<file path="src/rtl/rx_fifo_pkg.sv">
package rx_fifo_pkg;
  parameter int FIFO_DEPTH = 3;
  parameter int DATA_W = 8;
  localparam int PTR_W = (FIFO_DEPTH > 1) ? $clog2(FIFO_DEPTH) : 1;

  typedef struct packed {
    logic brk;
    logic frm;
    logic par;
  } err_t;

  typedef struct packed {
    err_t err;
    logic [DATA_W-1:0] data;
  } entry_t;

  // strobes from control to datapath
  typedef struct packed {
    logic wrEn;
    logic [PTR_W-1:0] wrIdx;
    logic [PTR_W-1:0] rdIdx;
    logic headValid;
    logic accClr;
  } ctl_t;
endpackage

</file>
<file path="src/rtl/rx_fifo_ctrl.sv">
module rx_fifo_ctrl
  import rx_fifo_pkg::*;
#(
  parameter int DEPTH = FIFO_DEPTH
) (
  input  logic clk,
  input  logic rst_n,
  input  logic pushValid,
  input  logic popRead,
  input  logic rxReset,
  input  logic errReset,
  input  logic startSeen,
  input  logic autoFlow,
  output ctl_t ctl,
  output logic dataReady,
  output logic full,
  output logic overrun,
  output logic rtsN
);
  localparam int CNT_W = $clog2(DEPTH + 1);
  localparam logic [CNT_W-1:0] CNT_MAX = CNT_W'(DEPTH);
  localparam logic [PTR_W-1:0] PTR_LAST = PTR_W'(DEPTH - 1);

  logic [PTR_W-1:0] wrPtr, rdPtr;
  logic [CNT_W-1:0] count;
  logic isFull, isEmpty, accept, drain;

  function automatic logic [PTR_W-1:0] stepPtr(input logic [PTR_W-1:0] p);
    return (p == PTR_LAST) ? '0 : p + 1'b1;
  endfunction

  assign isFull  = (count == CNT_MAX);
  assign isEmpty = (count == '0);
  assign accept  = pushValid && (!isFull || popRead);
  assign drain   = popRead && !isEmpty;

  always_ff @(posedge clk or negedge rst_n) begin
    if (!rst_n) begin
      wrPtr <= '0;
      rdPtr <= '0;
      count <= '0;
    end else if (rxReset) begin
      wrPtr <= '0;
      rdPtr <= '0;
      count <= '0;
    end else begin
      if (accept)  wrPtr <= stepPtr(wrPtr);
      if (popRead) rdPtr <= stepPtr(rdPtr);
      case ({accept, drain})
        2'b10:   count <= count + 1'b1;
        2'b01:   count <= count - 1'b1;
        default: count <= count;
      endcase
    end
  end

  always_ff @(posedge clk or negedge rst_n) begin
    if (!rst_n) begin
      overrun <= 1'b0;
    end else if (pushValid && isFull && !popRead && !rxReset) begin
      overrun <= 1'b1;
    end else if (errReset) begin
      overrun <= 1'b0;
    end
  end

  always_ff @(posedge clk or negedge rst_n) begin
    if (!rst_n) begin
      rtsN <= 1'b0;
    end else if (!autoFlow) begin
      rtsN <= 1'b0;
    end else if (isFull && startSeen) begin
      rtsN <= 1'b1;
    end else if (!isFull) begin
      rtsN <= 1'b0;
    end
  end

  always_comb begin
    ctl.wrEn      = accept && !rxReset;
    ctl.wrIdx     = wrPtr;
    ctl.rdIdx     = rdPtr;
    ctl.headValid = !isEmpty;
    ctl.accClr    = errReset;
  end

  assign dataReady = !isEmpty;
  assign full      = isFull;
endmodule

</file>
<file path="src/rtl/rx_fifo_datapath.sv">
module rx_fifo_datapath
  import rx_fifo_pkg::*;
#(
  parameter int DEPTH = FIFO_DEPTH
) (
  input  logic              clk,
  input  logic              rst_n,
  input  ctl_t              ctl,
  input  entry_t            wrEntry,
  input  logic              blockMode,
  output logic [DATA_W-1:0] rdData,
  output err_t              flags
);
  entry_t slots [DEPTH];
  err_t   acc;
  err_t   headErr;
  entry_t headEntry;

  for (genvar s = 0; s < DEPTH; s++) begin : g_slot
    always_ff @(posedge clk or negedge rst_n) begin
      if (!rst_n) begin
        slots[s] <= '0;
      end else if (ctl.wrEn && (ctl.wrIdx == PTR_W'(s))) begin
        slots[s] <= wrEntry;
      end
    end
  end

  assign headEntry = slots[ctl.rdIdx];
  assign headErr   = ctl.headValid ? headEntry.err : '0;
  assign rdData    = headEntry.data;

  always_ff @(posedge clk or negedge rst_n) begin
    if (!rst_n) begin
      acc <= '0;
    end else if (ctl.accClr) begin
      acc <= '0;
    end else begin
      acc <= acc | headErr;
    end
  end

  assign flags = blockMode ? (acc | headErr) : headErr;
endmodule

</file>
<file path="src/rtl/rx_err_fifo.sv">
module rx_err_fifo
  import rx_fifo_pkg::*;
(
  input  logic       clk,
  input  logic       rst_n,
  input  logic       pushValid,
  input  logic [7:0] pushData,
  input  logic       pushPar,
  input  logic       pushFrm,
  input  logic       pushBrk,
  input  logic       startSeen,
  input  logic       popRead,
  input  logic       blockMode,
  input  logic       autoFlow,
  input  logic       rxReset,
  input  logic       errReset,
  output logic [7:0] rdData,
  output logic       dataReady,
  output logic       full,
  output logic       overrun,
  output logic       parErr,
  output logic       frmErr,
  output logic       brkErr,
  output logic       rtsN
);
  ctl_t   ctl;
  entry_t wrEntry;
  err_t   flags;

  assign wrEntry = '{err: '{brk: pushBrk, frm: pushFrm, par: pushPar}, data: pushData};

  rx_fifo_ctrl #(.DEPTH(FIFO_DEPTH)) u_ctrl (
    .clk(clk), .rst_n(rst_n), .pushValid(pushValid), .popRead(popRead),
    .rxReset(rxReset), .errReset(errReset), .startSeen(startSeen),
    .autoFlow(autoFlow), .ctl(ctl), .dataReady(dataReady), .full(full),
    .overrun(overrun), .rtsN(rtsN)
  );

  rx_fifo_datapath #(.DEPTH(FIFO_DEPTH)) u_dp (
    .clk(clk), .rst_n(rst_n), .ctl(ctl), .wrEntry(wrEntry),
    .blockMode(blockMode), .rdData(rdData), .flags(flags)
  );

  assign parErr = flags.par;
  assign frmErr = flags.frm;
  assign brkErr = flags.brk;
endmodule

</file>
<file path="config.mk">
export PLATFORM = sky130hd
export DESIGN_NAME = rx_err_fifo
export DESIGN_NICKNAME = d
export VERILOG_FILES = /design/src/rtl/rx_fifo_pkg.sv /design/src/rtl/rx_fifo_ctrl.sv /design/src/rtl/rx_fifo_datapath.sv /design/src/rtl/rx_err_fifo.sv
export SDC_FILE = /design/constraint.sdc
export NUM_CORES = 1
export LEC_CHECK = 0
export BUFFER_PORTS_ARGS = -buffer_cell sky130_fd_sc_hd__clkbuf_2
export CORE_MARGIN = 2
export CORE_UTILIZATION = 55
export CTS_CLUSTER_DIAMETER = 100
export CTS_CLUSTER_SIZE = 24
export DETAILED_ROUTE_END_ITERATION = 8
export HOLD_SLACK_MARGIN = 0.12
export PLACE_DENSITY = 0.77
export SYNTH_ARGS = -nofsm -noshare
export SYNTH_HDL_FRONTEND = slang
export SYNTH_HIERARCHICAL = 1
export SYNTH_SLANG_ARGS = --single-unit
export TNS_END_PERCENT = 1
</file>
<file path="constraint.sdc">
create_clock -name clk -period 1.75 [get_ports clk]
set_input_delay 0.175 -clock clk [delete_from_list [all_inputs] [get_ports clk]]
set_output_delay 0.175 -clock clk [all_outputs]
set_load 0.03 [all_outputs]
</file>
==> results of run 1 <==
## Yosys cell counts, types with 2 or more instances
| cell | count | area, µm² |
|---|---|---|
| dfrtp_1 | 44 | 1100 |
| mux2_2 | 36 | 405 |
| nand2_1 | 17 | 63.8 |
| mux2i_1 | 9 | 90.1 |
| o21ai_0 | 9 | 45.0 |
| a21oi_1 | 6 | 30.0 |
| buf_4 | 5 | 37.5 |
| nor2_1 | 5 | 18.8 |
| a31oi_1 | 4 | 25.0 |
| nand3b_1 | 4 | 30.0 |
| a32oi_1 | 3 | 26.3 |
| nand2b_1 | 3 | 18.8 |
| nor2b_1 | 3 | 18.8 |
| clkbuf_1 | 2 | 7.51 |
| inv_1 | 2 | 7.51 |
| nor3b_2 | 2 | 25.0 |
## through the flow
| stage | setup WS, ps | cells | power [W] |
|---|---|---|---|
| 5_1_grt | -42.1 | 262 | 0.00311 |
| 3_3_place_gp | 115 | 250 | 0.00205 |
| 4_1_cts | 22.3 | 262 | 0.00295 |
| 3_5_place_dp | 36.0 | 250 | 0.00210 |
| 6_report | 21.6 | 262 | 0.00295 |
| 2_1_floorplan | 163 | 167 | 0.00188 |
## power by group through the flow
stage | combinational [W] | sequential [W] | clock (W)
finish | 0.000728 | 0.00141 | 0.000813
global route | 0.000798 | 0.00143 | 0.000879
CTS | 0.000718 | 0.00140 | 0.000831
detailed placement | 0.000682 | 0.00142 | 0
global placement | 0.000653 | 0.00139 | 0
floorplan | 0.000514 | 0.00137 | 0
## sequential cells by signal, indices dropped and copies added (netlist names)
name	flops
u_dp/acc	3
u_ctrl/wrPtr	2
u_ctrl/rtsN	1
u_ctrl/overrun	1
u_ctrl/rdPtr	2
u_ctrl/count	2
u_dp/slots	33
## layer usage
metal | vias to the layer above | track usage (%) | routed length [µm]
met1 | 725 | 27.8 | 1860
met4 | 0 | 5.59 | 55
li1 | 684 | - | -
met2 | 35 | 40.3 | 2230
met5 | - | 0 | 0
met3 | 6 | 5.21 | 171
## cells in the final DEF (no fill, tap or decap)
cell / instances
dfrtp_2: 2
a32oi_1: 3
inv_1: 2
buf_6: 1
a21oi_1: 6
mux2_1: 1
o21a_1: 1
nor2b_1: 1
or2_4: 1
mux2i_1: 9
o21ai_2: 1
o22ai_1: 1
nor2_1: 4
or3_1: 1
nor3b_2: 2
nand3b_1: 4
clkinv_4: 1
nand2b_1: 3
dlygate4sd3_1: 3
mux2_2: 36
nand2_1: 13
o41ai_1: 1
nor2b_4: 1
nand2_2: 4
clkbuf_2: 27
nand3_1: 1
buf_2: 3
nor2_2: 1
buf_4: 11
dfrtp_1: 42
nor2b_2: 1
clkbuf_8: 9
bufinv_16: 1
a31oi_1: 4
o211ai_1: 1
inv_2: 1
o21ai_0: 9
nor3_1: 1
## cell type report
cell class	count	area, µm²
clock buffers	6	82.6
well taps	48	60.1
repair buffers	48	315
multi-input cells	111	895
fillers	254	1100
clock inverters	2	38.8
flip-flops and latches	44	1100
inverters	3	11.3
## cell families (layout without fill, tap and decap cells)
group           count (synthesis)  count (layout)  synth area share [%]
simple gates                   38              38                  9.68
mux                            46              46                  24.8
buf+inv                        12              59                  3.55
compound gates                 27              27                  8.08
flops                          44              44                  53.9
## what timing repair did
item / CTS / global route
hold endpoints to repair: 48 / 0
buffers inserted: 1 / 0
gates resized for setup: 10 / 13
pin swaps: 2 / 0
endpoints found under the setup margin: 10 / 22
hold buffers: 3 / 0
## final timing paths
| kind | slack [ps] | endpoint | from | cells after the start |
|---|---|---|---|---|
| max in group asynchronous | 860 | u_ctrl/rdPtr[1] | rst_n | 3 |
| min in group asynchronous | 480 | u_dp/acc[2] | rst_n | 3 |
| worst max-delay path | 20 | frmErr | u_ctrl/count[0] | 6 |
| worst max register to register | 120 | u_dp/slots[29] | u_ctrl/count[1] | 6 |
| worst min-delay path | 140 | u_dp/slots[3] | pushData[3] | 2 |
| worst min register to register | 510 | u_dp/slots[28] | u_dp/slots[28] | 1 |
==> impl_metrics.ini, run 1 <==
[power_and_ir_drop]
power_frac_comb_pct = 24.7
ir_worst_vdd_mv = 0.615
clockPowerShare_pct = 27.6
switching_share_pct = 29.2
sequentialPowerShare_pct = 47.7
p_leak_nw = 1.15
power_switching_w = 0.000861
p_int_w = 0.00209
powerDensity_nw_per_um2 = 1180

[route]
drtIter0Drc = 47
vias = 1450
wirelength_um = 4320
avgViaCountPerCell = 5.53
wl_per_cell_um = 16.5
drc = 0
ant_nets = 0
firstDrtPassIters = 4

[timing]
setup_viol = 0
worst_pin_slew_ps = 549
period_minus_slack_ps = 1730
holdWs_ps = 142
max_freq_mhz = 579
relSlewSlack_pct = 63.4
finalMaxSlewViolations = 0
fin_worst_skew_ps = 5.27
setup_tns_ps = 0
rsz0062_at_grt = true
finalCritPeriodShare_pct = 98.8
finalHoldViolations = 0

[synthesis]
ys_warn_count = 6
avgSynthCellArea_um2 = 12.2
netlist-cell-type-count = 29
syn_inst = 167
seq_area_frac_synth_pct = 53.9
ys_ff_latch = 44
syn_area_um2 = 2040
async_reset_ff_share_pct = 100
synth_nets = 187
synth_edf_count = 0
synth_ff_type = dfrtp_1

[clock_network]
clk_transition_reported_paths_ps = 80
cts-root-buf = clkbuf_8
numCtsBuffers = 5
clk_path_buf_depth = 2
cts_tree = built
cts.sinks = 44
cts_htree_levels = 2
clk-insertion-delay-late_ps = 290

[grt]
first_global_vias = 1531
grt_start_max_net_pins = 45
antenna_found_initial = 0
overflow = 0
grt_pass1_wl_um = 7210
grt_util_all_layers_pct = 22.7

[floorplanning]
num_rows = 22
fp.dieH_um = 65.0
fp.dieW_um = 65.0
core_area_um2 = 3610
die-area_um2 = 4220
start_util_pct = 56.7
ioPinCount = 35

[layout]
fin_util_pct = 69.5
antenna_cells = 0
nNetsFinal = 233
drive_gt1_share_pct = 48.1
final_area_um2 = 2510
area_delta_synth_final_pct = 22.7

[critical_path]
crit_path_max_fanout = 7
crit_family = simple AND/OR/NAND/NOR gates
crit_type = flop to output pin
cp-start-kind = flop
critical_path.slowest_cell = dfrtp_1
cpPeakStageDelay_ps = 390
end_kind = output pin
crit_arrival_ps = 1550
crit_buf_inv = 2
worstPathCellList = buf_4 > or2_4 > nor2b_4 > nand2_2 > nand2_1 > clkbuf_8
crit_required_ps = 1570

[place]
placed_area_um2 = 2290
gp_congestion = 0.725
numPortBuffers = 34
dp_hpwl_um = 2880

[min_path]
hold_path_class = input pin to flop

[flow_run]
drv_cap = 0

[status]
status = complete, no violations
Power figures use the tool's default switching activity.
==> run 2: changes to the inputs <==
--- a/config.mk
+++ b/config.mk
@@ -6,6 +6,7 @@
 export NUM_CORES = 1
 export LEC_CHECK = 0
 export BUFFER_PORTS_ARGS = -buffer_cell sky130_fd_sc_hd__clkbuf_2
+export CORE_ASPECT_RATIO = 2
 export CORE_MARGIN = 2
 export CORE_UTILIZATION = 55
 export CTS_CLUSTER_DIAMETER = 100
@@ -13,6 +14,7 @@
 export DETAILED_ROUTE_END_ITERATION = 8
 export HOLD_SLACK_MARGIN = 0.12
 export PLACE_DENSITY = 0.77
+export REMOVE_ABC_BUFFERS = 1
 export SYNTH_ARGS = -nofsm -noshare
 export SYNTH_HDL_FRONTEND = slang
 export SYNTH_HIERARCHICAL = 1
==> run 2 against run 1 <==
First-iteration DRC count down 77%. Final area down 0.50%. Sequential power about the same. Final cell count unchanged. Register-to-register slack about the same. Routed wire length down 3.4%. Hold slack worse by 5.7 ps. Critical path depth down 1. Count of clock-buffer cells in the layout unchanged. Power down 7.5%. Die area up 0.70%. Non-clock buffer count unchanged.
==> impl_metrics.ini, run 2 (synthesis gave the netlist of run 1 again) <==
[layout]
top_regs = u_dp/slots (33), u_dp/acc (3)
drive_gt1_share_pct = 49.3
final_common_cell = dfrtp_1
regMostFlops = u_dp/slots
nNetsFinal = 233
area_delta_synth_final_pct = 22.0
antenna_cells = 0
largest_reg_flops = 33
layout_common_cells = dfrtp_1 (42), mux2_2 (36), clkbuf_2 (26)
fillers = 287

[critical_path]
crit_arrival_ps = 1560
end_kind = output pin
crit_top_cell = buf_6
crit_type = flop to output pin
crit_buf_inv = 2
worstPathCellList = buf_6 > or2_4 > a32oi_2 > nand2_1 > buf_6
cp-start-kind = flop
crit_path_max_fanout = 8
cpPeakStageDelay_ps = 410
crit_family = flip-flops
critical_path.slowest_cell = dfrtp_1
crit_required_ps = 1570

[clock_network]
cts-root-buf = clkbuf_8
numCtsBuffers = 5
cts.sinks = 44
cts_htree_levels = 2
clk_path_buf_depth = 2
clk-insertion-delay-late_ps = 300
cts_tree = built
clk_transition_reported_paths_ps = 80

[grt]
grt_start_max_net_pins = 45
grt_pass1_wl_um = 6730
first_global_vias = 1493
grt_util_all_layers_pct = 22.1
overflow = 0
antenna_found_initial = 0

[timing]
holdWs_ps = 136
finalMaxSlewViolations = 0
setup_viol = 0
rsz0062_at_grt = true
period_minus_slack_ps = 1740
setup_tns_ps = 0
finalHoldViolations = 0
fin_worst_skew_ps = 10.5
worst_pin_slew_ps = 553
relSlewSlack_pct = 63.1
finalCritPeriodShare_pct = 99.2
max_freq_mhz = 576

[place]
gp_congestion = 0.801
dp_hpwl_um = 2930
numPortBuffers = 34

[floorplanning]
fp.dieW_um = 47.1
start_util_pct = 56.6
core_area_um2 = 3610
fp.dieH_um = 90.2
num_rows = 31
ioPinCount = 35
die-area_um2 = 4250

[route]
drc = 0
drtIter0Drc = 11
firstDrtPassIters = 4
vias = 1429
avgViaCountPerCell = 5.45
wl_per_cell_um = 15.9
wirelength_um = 4170
ant_nets = 0

[min_path]
hold_path_class = input pin to flop

[power_and_ir_drop]
ir_worst_vdd_mv = 0.796
p_leak_nw = 1.14
switching_share_pct = 30.2
p_int_w = 0.00190
power_switching_w = 0.000823
sequentialPowerShare_pct = 51.2
clockPowerShare_pct = 21.5
power_frac_comb_pct = 27.2
powerDensity_nw_per_um2 = 1090

[status]
status = complete, no violations

[flow_run]
drv_cap = 0
run 2: path summary, 6_finish.rpt:
kind | startpoint | end | slack, ps | depth (start not counted)
min in group asynchronous | rst_n | u_dp/slots[8] | 490 | 3
max in group asynchronous | rst_n | u_ctrl/count[1] | 860 | 3
min reg2reg | u_ctrl/overrun | u_ctrl/overrun | 500 | 2
min | pushData[6] | u_dp/slots[28] | 140 | 2
max | u_ctrl/count[0] | parErr | 10 | 5
max reg2reg | u_ctrl/count[1] | u_dp/slots[24] | 110 | 6
run 2: timing repair:
| action | in CTS | in global routing |
|---|---|---|
| endpoints found under the hold margin | 47 | 0 |
| setup buffers | 0 | 1 |
| endpoints found under the setup margin | 11 | 43 |
| hold buffers | 2 | 0 |
| resized for setup | 8 | 29 |
| pin swaps | 1 | 4 |
run 2: per-layer routing:
metal,global-route usage (%),wire (µm),vias to the layer above
met5,0,0,-
li1,-,-,681
met4,8.56,93,0
met2,36.5,2250,32
met3,6.02,129,9
met1,25.8,1690,707
run 2: cell type report:
type | count | area, µm² | area share (%)
Sequential cell | 44 | 1100 | 44.3
Multi-Input combinational cell | 111 | 920 | 36.9
Timing Repair Buffer | 48 | 320 | 12.8
Clock buffer | 6 | 72.6 | 2.91
Tap cell | 49 | 61.3 | 2.46
Inverter | 3 | 11.3 | 0.452
Clock inverter | 1 | 5.00 | 0.201
run 2: power by group through the flow:
stage	Clock [W]	Combinational (W)	Sequential [W]
2_1_floorplan	0	0.000491	0.00137
3_3_place_gp	0	0.000660	0.00139
3_5_place_dp	0	0.000687	0.00141
4_1_cts	0.000616	0.000703	0.00139
5_1_grt	0.000654	0.000808	0.00142
6_report	0.000587	0.000742	0.00140
run 2: worst reg2reg max path, delay by kind of cell (launching register included):
kind | cells | cell delay, ps
AOI/OAI and AO/OA | 1 | 80
buffers and inverters | 1 | 180
DFF | 1 | 450
muxes | 1 | 350
and+or+nand+nor | 3 | 460
run 2: stage by stage:
| stage | worst slack [ps] | cell area [µm²] | util [%] | instances | power (W) |
|---|---|---|---|---|---|
| 4_1_cts | -51.7 | 2410 | 66.9 | 261 | 0.00271 |
| 6_report | 14.4 | 2490 | 69.1 | 262 | 0.00273 |
| 2_1_floorplan | -53.9 | 1980 | - | 158 | 0.00186 |
| 5_1_grt | -54.9 | 2490 | 69.1 | 262 | 0.00289 |
| 3_5_place_dp | 30.0 | 2300 | 63.6 | 252 | 0.00210 |
| 3_3_place_gp | 130 | 2300 | 63.6 | 252 | 0.00205 |
